$ cat src/rtl/pmt_pkg.sv
package pmt_pkg;
    localparam int PHY_AW   = 5;
    localparam int REG_AW   = 5;
    localparam int DATA_W   = 16;
    localparam int PRE_ONES = 32;

    localparam logic [1:0] OP_READ  = 2'b10;
    localparam logic [1:0] OP_WRITE = 2'b01;

    typedef enum logic [2:0] {
        ST_HUNT,
        ST_START,
        ST_HDR,
        ST_TURN,
        ST_DATA
    } frame_state_e;
endpackage

$ cat src/rtl/pmt_in_sync.sv
module pmt_in_sync #(
    parameter int STAGES = 2
) (
    input  logic clk,
    input  logic rst_n,
    input  logic mdc_i,
    input  logic mdio_i,
    output logic bit_vld_o,
    output logic bit_o
);
    typedef struct packed {
        logic [STAGES-1:0] mdc;
        logic [STAGES-1:0] dio;
        logic              mdc_prev;
    } sync_t;

    sync_t s_d, s_q;

    always_comb begin
        s_d          = s_q;
        s_d.mdc      = (s_q.mdc << 1) | STAGES'(mdc_i);
        s_d.dio      = (s_q.dio << 1) | STAGES'(mdio_i);
        s_d.mdc_prev = s_q.mdc[STAGES-1];
    end

    always_ff @(posedge clk or negedge rst_n) begin
        if (!rst_n) begin
            s_q.mdc      <= '0;
            s_q.dio      <= '1;
            s_q.mdc_prev <= 1'b0;
        end else begin
            s_q <= s_d;
        end
    end

    // both chains have equal depth, so the data bit lines up with the edge
    assign bit_vld_o = s_q.mdc[STAGES-1] & ~s_q.mdc_prev;
    assign bit_o     = s_q.dio[STAGES-1];
endmodule

$ cat src/rtl/pmt_reg_bank.sv
module pmt_reg_bank #(
    parameter int AW     = 5,
    parameter int DATA_W = 16
) (
    input  logic              clk,
    input  logic              rst_n,
    input  logic              loc_we_i,
    input  logic [AW-1:0]     loc_waddr_i,
    input  logic [DATA_W-1:0] loc_wdata_i,
    input  logic [AW-1:0]     loc_raddr_i,
    output logic [DATA_W-1:0] loc_rdata_o,
    input  logic              bus_we_i,
    input  logic [AW-1:0]     bus_waddr_i,
    input  logic [DATA_W-1:0] bus_wdata_i,
    input  logic [AW-1:0]     bus_raddr_i,
    output logic [DATA_W-1:0] bus_rdata_o
);
    localparam int NREG = 2 ** AW;

    logic [DATA_W-1:0] regs_d [NREG];
    logic [DATA_W-1:0] regs_q [NREG];

    for (genvar i = 0; i < NREG; i++) begin : g_reg
        always_comb begin
            regs_d[i] = regs_q[i];
            if (loc_we_i && (loc_waddr_i == AW'(i))) begin
                regs_d[i] = loc_wdata_i;
            end
            // a bus commit wins over a local write to the same register
            if (bus_we_i && (bus_waddr_i == AW'(i))) begin
                regs_d[i] = bus_wdata_i;
            end
        end

        always_ff @(posedge clk or negedge rst_n) begin
            if (!rst_n) begin
                regs_q[i] <= '0;
            end else begin
                regs_q[i] <= regs_d[i];
            end
        end
    end

    assign loc_rdata_o = regs_q[loc_raddr_i];
    assign bus_rdata_o = regs_q[bus_raddr_i];
endmodule

$ cat src/rtl/pmt_frame_fsm.sv
module pmt_frame_fsm
    import pmt_pkg::*;
#(
    parameter int PHY_AW   = pmt_pkg::PHY_AW,
    parameter int REG_AW   = pmt_pkg::REG_AW,
    parameter int DATA_W   = pmt_pkg::DATA_W,
    parameter int PRE_ONES = pmt_pkg::PRE_ONES
) (
    input  logic              clk,
    input  logic              rst_n,
    input  logic              bit_vld_i,
    input  logic              bit_i,
    input  logic [PHY_AW-1:0] phy_addr_i,
    output logic [REG_AW-1:0] rd_addr_o,
    input  logic [DATA_W-1:0] rd_data_i,
    output logic              mdio_o,
    output logic              mdio_oe_o,
    output logic              we_o,
    output logic [REG_AW-1:0] waddr_o,
    output logic [DATA_W-1:0] wdata_o
);
    localparam int HDR_W = 2 + PHY_AW + REG_AW;
    localparam int PCW   = $clog2(PRE_ONES + 1);
    localparam int CW    = $clog2(HDR_W + DATA_W);

    typedef struct packed {
        frame_state_e      st;
        logic [PCW-1:0]    ones;
        logic [CW-1:0]     cnt;
        logic [HDR_W-1:0]  hdr;
        logic              is_rd;
        logic              hit;
        logic [DATA_W-1:0] sh;
        logic              oe;
        logic              dout;
        logic              we;
        logic [REG_AW-1:0] waddr;
        logic [DATA_W-1:0] wdata;
    } fsm_t;

    fsm_t f_d, f_q;

    logic [HDR_W-1:0]  hdr_n;
    logic [DATA_W-1:0] sh_n;
    logic [1:0]        op_n;
    logic [PHY_AW-1:0] phy_n;
    logic              serve;

    assign hdr_n     = {f_q.hdr[HDR_W-2:0], bit_i};
    assign sh_n      = {f_q.sh[DATA_W-2:0], bit_i};
    assign op_n      = hdr_n[HDR_W-1 -: 2];
    assign phy_n     = hdr_n[REG_AW +: PHY_AW];
    assign rd_addr_o = hdr_n[REG_AW-1:0];
    assign serve     = f_q.is_rd & f_q.hit;

    always_comb begin
        f_d    = f_q;
        f_d.we = 1'b0;
        if (bit_vld_i) begin
            unique case (f_q.st)
                ST_HUNT: begin
                    if (bit_i) begin
                        if (f_q.ones < PCW'(PRE_ONES)) begin
                            f_d.ones = f_q.ones + 1'b1;
                        end
                    end else begin
                        if (f_q.ones == PCW'(PRE_ONES)) begin
                            f_d.st = ST_START;
                        end
                        f_d.ones = '0;
                    end
                end
                ST_START: begin
                    f_d.cnt = '0;
                    f_d.st  = bit_i ? ST_HDR : ST_HUNT;
                end
                ST_HDR: begin
                    f_d.hdr = hdr_n;
                    if (f_q.cnt == CW'(HDR_W - 1)) begin
                        f_d.cnt = '0;
                        if ((op_n == OP_READ) || (op_n == OP_WRITE)) begin
                            f_d.st    = ST_TURN;
                            f_d.is_rd = (op_n == OP_READ);
                            f_d.hit   = (phy_n == phy_addr_i);
                            f_d.sh    = rd_data_i;
                        end else begin
                            f_d.st = ST_HUNT;
                        end
                    end else begin
                        f_d.cnt = f_q.cnt + 1'b1;
                    end
                end
                ST_TURN: begin
                    if (f_q.cnt == '0) begin
                        f_d.cnt = CW'(1);
                        if (serve) begin
                            f_d.oe   = 1'b1;
                            f_d.dout = 1'b0;
                        end
                    end else begin
                        f_d.cnt = '0;
                        f_d.st  = ST_DATA;
                        f_d.sh  = sh_n;
                        if (serve) begin
                            f_d.dout = f_q.sh[DATA_W-1];
                        end
                    end
                end
                ST_DATA: begin
                    f_d.sh = sh_n;
                    if (f_q.cnt == CW'(DATA_W - 1)) begin
                        f_d.st   = ST_HUNT;
                        f_d.ones = '0;
                        f_d.cnt  = '0;
                        f_d.oe   = 1'b0;
                        f_d.dout = 1'b0;
                        if (!f_q.is_rd && f_q.hit) begin
                            f_d.we    = 1'b1;
                            f_d.waddr = f_q.hdr[REG_AW-1:0];
                            f_d.wdata = sh_n;
                        end
                    end else begin
                        f_d.cnt = f_q.cnt + 1'b1;
                        if (serve) begin
                            f_d.dout = f_q.sh[DATA_W-1];
                        end
                    end
                end
                default: begin
                    f_d.st   = ST_HUNT;
                    f_d.ones = '0;
                end
            endcase
        end
    end

    always_ff @(posedge clk or negedge rst_n) begin
        if (!rst_n) begin
            f_q.st    <= ST_HUNT;
            f_q.ones  <= '0;
            f_q.cnt   <= '0;
            f_q.hdr   <= '0;
            f_q.is_rd <= 1'b0;
            f_q.hit   <= 1'b0;
            f_q.sh    <= '0;
            f_q.oe    <= 1'b0;
            f_q.dout  <= 1'b0;
            f_q.we    <= 1'b0;
            f_q.waddr <= '0;
            f_q.wdata <= '0;
        end else begin
            f_q <= f_d;
        end
    end

    assign mdio_o    = f_q.dout;
    assign mdio_oe_o = f_q.oe;
    assign we_o      = f_q.we;
    assign waddr_o   = f_q.waddr;
    assign wdata_o   = f_q.wdata;
endmodule

$ cat src/rtl/phy_mgmt_target.sv
module phy_mgmt_target #(
    parameter int PHY_AW      = pmt_pkg::PHY_AW,
    parameter int REG_AW      = pmt_pkg::REG_AW,
    parameter int DATA_W      = pmt_pkg::DATA_W,
    parameter int PRE_ONES    = pmt_pkg::PRE_ONES,
    parameter int SYNC_STAGES = 2
) (
    input  logic              clk,
    input  logic              rst_n,
    input  logic              mdc_i,
    input  logic              mdio_i,
    output logic              mdio_o,
    output logic              mdio_oe_o,
    input  logic [PHY_AW-1:0] phy_addr_i,
    input  logic              loc_we_i,
    input  logic [REG_AW-1:0] loc_waddr_i,
    input  logic [DATA_W-1:0] loc_wdata_i,
    input  logic [REG_AW-1:0] loc_raddr_i,
    output logic [DATA_W-1:0] loc_rdata_o
);
    logic              mdc_rise;
    logic              mdio_bit;
    logic              bus_we;
    logic [REG_AW-1:0] bus_waddr;
    logic [DATA_W-1:0] bus_wdata;
    logic [REG_AW-1:0] bus_raddr;
    logic [DATA_W-1:0] bus_rdata;

    pmt_in_sync #(.STAGES(SYNC_STAGES)) u_sync (
        .clk       (clk),
        .rst_n     (rst_n),
        .mdc_i     (mdc_i),
        .mdio_i    (mdio_i),
        .bit_vld_o (mdc_rise),
        .bit_o     (mdio_bit)
    );

    pmt_frame_fsm #(
        .PHY_AW   (PHY_AW),
        .REG_AW   (REG_AW),
        .DATA_W   (DATA_W),
        .PRE_ONES (PRE_ONES)
    ) u_fsm (
        .clk        (clk),
        .rst_n      (rst_n),
        .bit_vld_i  (mdc_rise),
        .bit_i      (mdio_bit),
        .phy_addr_i (phy_addr_i),
        .rd_addr_o  (bus_raddr),
        .rd_data_i  (bus_rdata),
        .mdio_o     (mdio_o),
        .mdio_oe_o  (mdio_oe_o),
        .we_o       (bus_we),
        .waddr_o    (bus_waddr),
        .wdata_o    (bus_wdata)
    );

    pmt_reg_bank #(.AW(REG_AW), .DATA_W(DATA_W)) u_bank (
        .clk         (clk),
        .rst_n       (rst_n),
        .loc_we_i    (loc_we_i),
        .loc_waddr_i (loc_waddr_i),
        .loc_wdata_i (loc_wdata_i),
        .loc_raddr_i (loc_raddr_i),
        .loc_rdata_o (loc_rdata_o),
        .bus_we_i    (bus_we),
        .bus_waddr_i (bus_waddr),
        .bus_wdata_i (bus_wdata),
        .bus_raddr_i (bus_raddr),
        .bus_rdata_o (bus_rdata)
    );
endmodule

$ cat config.mk
export PLATFORM = sky130hd
export DESIGN_NAME = phy_mgmt_target
export DESIGN_NICKNAME = d
export VERILOG_FILES = /design/src/rtl/pmt_pkg.sv /design/src/rtl/pmt_in_sync.sv /design/src/rtl/pmt_reg_bank.sv /design/src/rtl/pmt_frame_fsm.sv /design/src/rtl/phy_mgmt_target.sv
export SDC_FILE = /design/constraint.sdc
export NUM_CORES = 2
export LEC_CHECK = 0
export CORE_MARGIN = 2
export CORE_UTILIZATION = 36
export CTS_CLUSTER_SIZE = 12
export DETAILED_ROUTE_END_ITERATION = 12
export PLACE_DENSITY_LB_ADDON = 0.2
export SLEW_MARGIN = 20
export SYNTH_ARGS = -nofsm -noshare
export SYNTH_HDL_FRONTEND = slang
export SYNTH_HIERARCHICAL = 1
export SYNTH_SLANG_ARGS = --single-unit
$ cat constraint.sdc
create_clock -name clk -period 6.2 [get_ports clk]
set_input_delay 1.24 -clock clk [delete_from_list [all_inputs] [get_ports clk]]
set_output_delay 1.24 -clock clk [all_outputs]
set_load 0.03 [all_outputs]
==> run summary <==
# hold bufs at CTS - 0
Floorplan Core Area - 100000 sq um
Detail Route Antenna Nets - 0
crit path max fanout - 16
detailed placement HPWL - 82.0 mm
first-pass GRT wire length - 194 mm
clock skew - 26.4 ps
Tcrit/Tclk final - 0.924
Final Setup Violations - 0
deepest clock path buffer count - 3
area growth from synthesis to layout - 11.2%
crit end category - output pin
PortBufs - 53
Critical Path RT - 4960 ps
fillers - 9891
Cell Pwr Density - 281 nW/um^2
routed vias/inst - 5.79
largest family of logic cells by synthesized area - multiplexers
asr flop ratio synth - 1.00
Yosys reg bits - 584
TritonCTS clock tree - built
wire length per cell - 25.9 um
GRT Total Usage - 0.249
share of post-route cells with drive strength above 1 - 0.100
final hold vios - 0
WS Path Type - in2out
Post-Syn Instances - 3825
library cell with the largest summed area after synthesis - dfrtp_1
Commonest cells post-synth - 1026 x mux2i_1, 582 x dfrtp_1, 348 x nand2_1
LEAKAGE - 0.0166 uW
root buf cell - clkbuf_16
DR pass1 iterations - 6
Setup Buffers After CTS - 0
vias in the first global route - 28.2k
Clk pin slew, worst setup/hold paths - 60 ps
CP arrival - 4490 ps
DR DRC count - 0
routability cong. - 0.910
RSZ-0062 raised after global routing - false
slew margin rel. - 0.295
xor-xnor portion of the synthesized cell area - 0.00120
initial antenna violation count - 2
TNS Setup - 0 ps
Synth Area in Compound Gates - 0.135
row cnt - 116
Adder-Cell Fraction of Synth Area - 0.00206
Top FF cell, synth - dfrtp_1
Synth area leaders - dfrtp_1 40%, mux2i_1 28%, a21oi_1 4.7%, nand2_1 3.6%, o21ai_0 3.4%
Remaining Overflow, GRT - 0
vias - 29.1k
status - completed
Die Wd - 322 um
DIE AREA - 104000 sq um
I/O pins - 54
Worst Setup Start Kind - input pin
min-delay worst type - reg2reg
Synth Area in Simple Gates - 0.107
worst-margin pin slew - 1060 ps
total detailed-routing wirelength - 130 mm
largest net degree at the start of global routing - 135
Max Fclk - 174 MHz
clock tree sinks - 584
Clk Latency, worst-skew pair - 640 ps
Final Slew Violations - 0
syn_nets - 3867
Syn Area/Cell - 9.52 sq um
Nets - 3723
post-synthesis cell area - 36400 sq um
post-synthesis mux area share - 0.302
CTS H-tree lvls - 3
MaxCap Viol Count - 0
hold slack - 347 ps
Synthesis Warnings - 6
Distinct cells, synth - 69
count leader, synth - mux2i_1
minimum clock period - 5730 ps
number of synthesized flops with an enable pin - 0
Die H - 322 um
post-CTS sizing - 0
Initial Util - 0.363
sequential-to-total area share from yosys stat - 0.402
First DRT Iteration DRCs - 2796
Max VDD drop - 178 uV
cts bufs inserted - 71
Synth top area share - 0.400
-- placed cells by master, fill, tap and decap left out, types with 32 or more instances in the layout --
cell,Yosys,final
a21oi_1,343,343
clkbuf_16,0,75
a22o_1,67,67
dfrtp_1,582,577
nor3_1,34,34
nand2_1,348,347
nand4_1,35,35
a22oi_1,128,128
buf_4,46,122
nor2_1,295,281
o21ai_0,248,248
mux2i_1,1026,1026
nand3_1,75,75
a31oi_1,32,32
clkdlybuf4s50_1,0,51
mux2_2,64,64
-- through the flow --
step	area, sq um	worst slack, ps	power (uW)	instances	utilization
after floorplan	36400	2240	6310	3825	-
after global placement	38100	585	7030	4906	0.380
after detailed placement	38100	571	7070	4906	0.380
after CTS	40500	561	11400	5033	0.404
after global routing	40500	446	11900	5034	0.404
final	40500	468	11400	5034	0.404
-- final cells by class --
cell class	instances	area [sq um]	share of cell area
diodes	1	2.50	0.0000618
clock buffers	112	2190	0.0540
clock inverters	15	186	0.00461
inverters	12	45.0	0.00111
multi-input cells	2822	20000	0.495
flip-flops and latches	584	14600	0.361
well taps	1298	1620	0.0401
repair buffers	190	1760	0.0434
-- where the power goes --
group | internal [uW] | total, uW | switching (uW)
registers | 4470 | 5010 | 545
logic | 913 | 2020 | 1100
clock network | 2580 | 4340 | 1760
total | 7960 | 11400 | 3410
-- worst paths after layout --
kind,from,to,slack [ps],cells past startpoint
max,loc_raddr_i[3],loc_rdata_o[5],470,7
min,u_sync/s_q[3]$_DFF_PN0_,u_sync/s_d[0]$_DFF_PN0_,350,0
max reg2reg,u_fsm/rd_addr_o[2]$_DFFE_PN0P_,u_fsm/f_q[38]$_DFFE_PN0P_,2660,8
min reg2reg,u_sync/s_q[3]$_DFF_PN0_,u_sync/s_d[0]$_DFF_PN0_,350,0
max in group asynchronous,rst_n,u_fsm/rd_addr_o[1]$_DFFE_PN0P_,4370,2
min in group asynchronous,rst_n,u_bank/regs_q[200]$_DFFE_PN0P_,540,1
-- kinds of logic (layout without fill, tap and decap cells) --
family	Yosys count	in the layout
AOI/OAI and AO/OA	843	843
muxes	1091	1091
xor gates and xnor gates	5	5
other	0	1
and+or+nand+nor	877	877
DFF	584	584
buffers and inverters	419	329
adders and majority gates	6	6
-- worst max-delay path: stages --
cell and delay (ps):
clkdlybuf4s50_1 850, buf_4 320, nand2b_1 580, a21oi_1 320, nand3_1 100, nand3_1 320
clkdlybuf4s50_1 750
-- metal layers --
| layer | track usage | part of all wire | wire, um |
|---|---|---|---|
| met1 | 0.366 | 0.47 | 61900 |
| met2 | 0.378 | 0.44 | 57800 |
| met3 | 0.0296 | 0.052 | 6730 |
| met4 | 0.0773 | 0.030 | 3910 |
| met5 | 0 | 0 | 0 |
-- state kept, by name, summed over array words and instances (netlist names) --
signal           flops
u_bank/regs_q      512
u_fsm/f_q           39
u_fsm/mdio_o         1
u_fsm/mdio_oe_o      1
u_fsm/rd_addr_o      4
u_fsm/waddr_o        5
u_fsm/wdata_o       16
u_fsm/we_o           1
u_sync/bit_o         1
u_sync/s_d           1
u_sync/s_q           3
No activity file was read; power rests on OpenSTA's default activity.
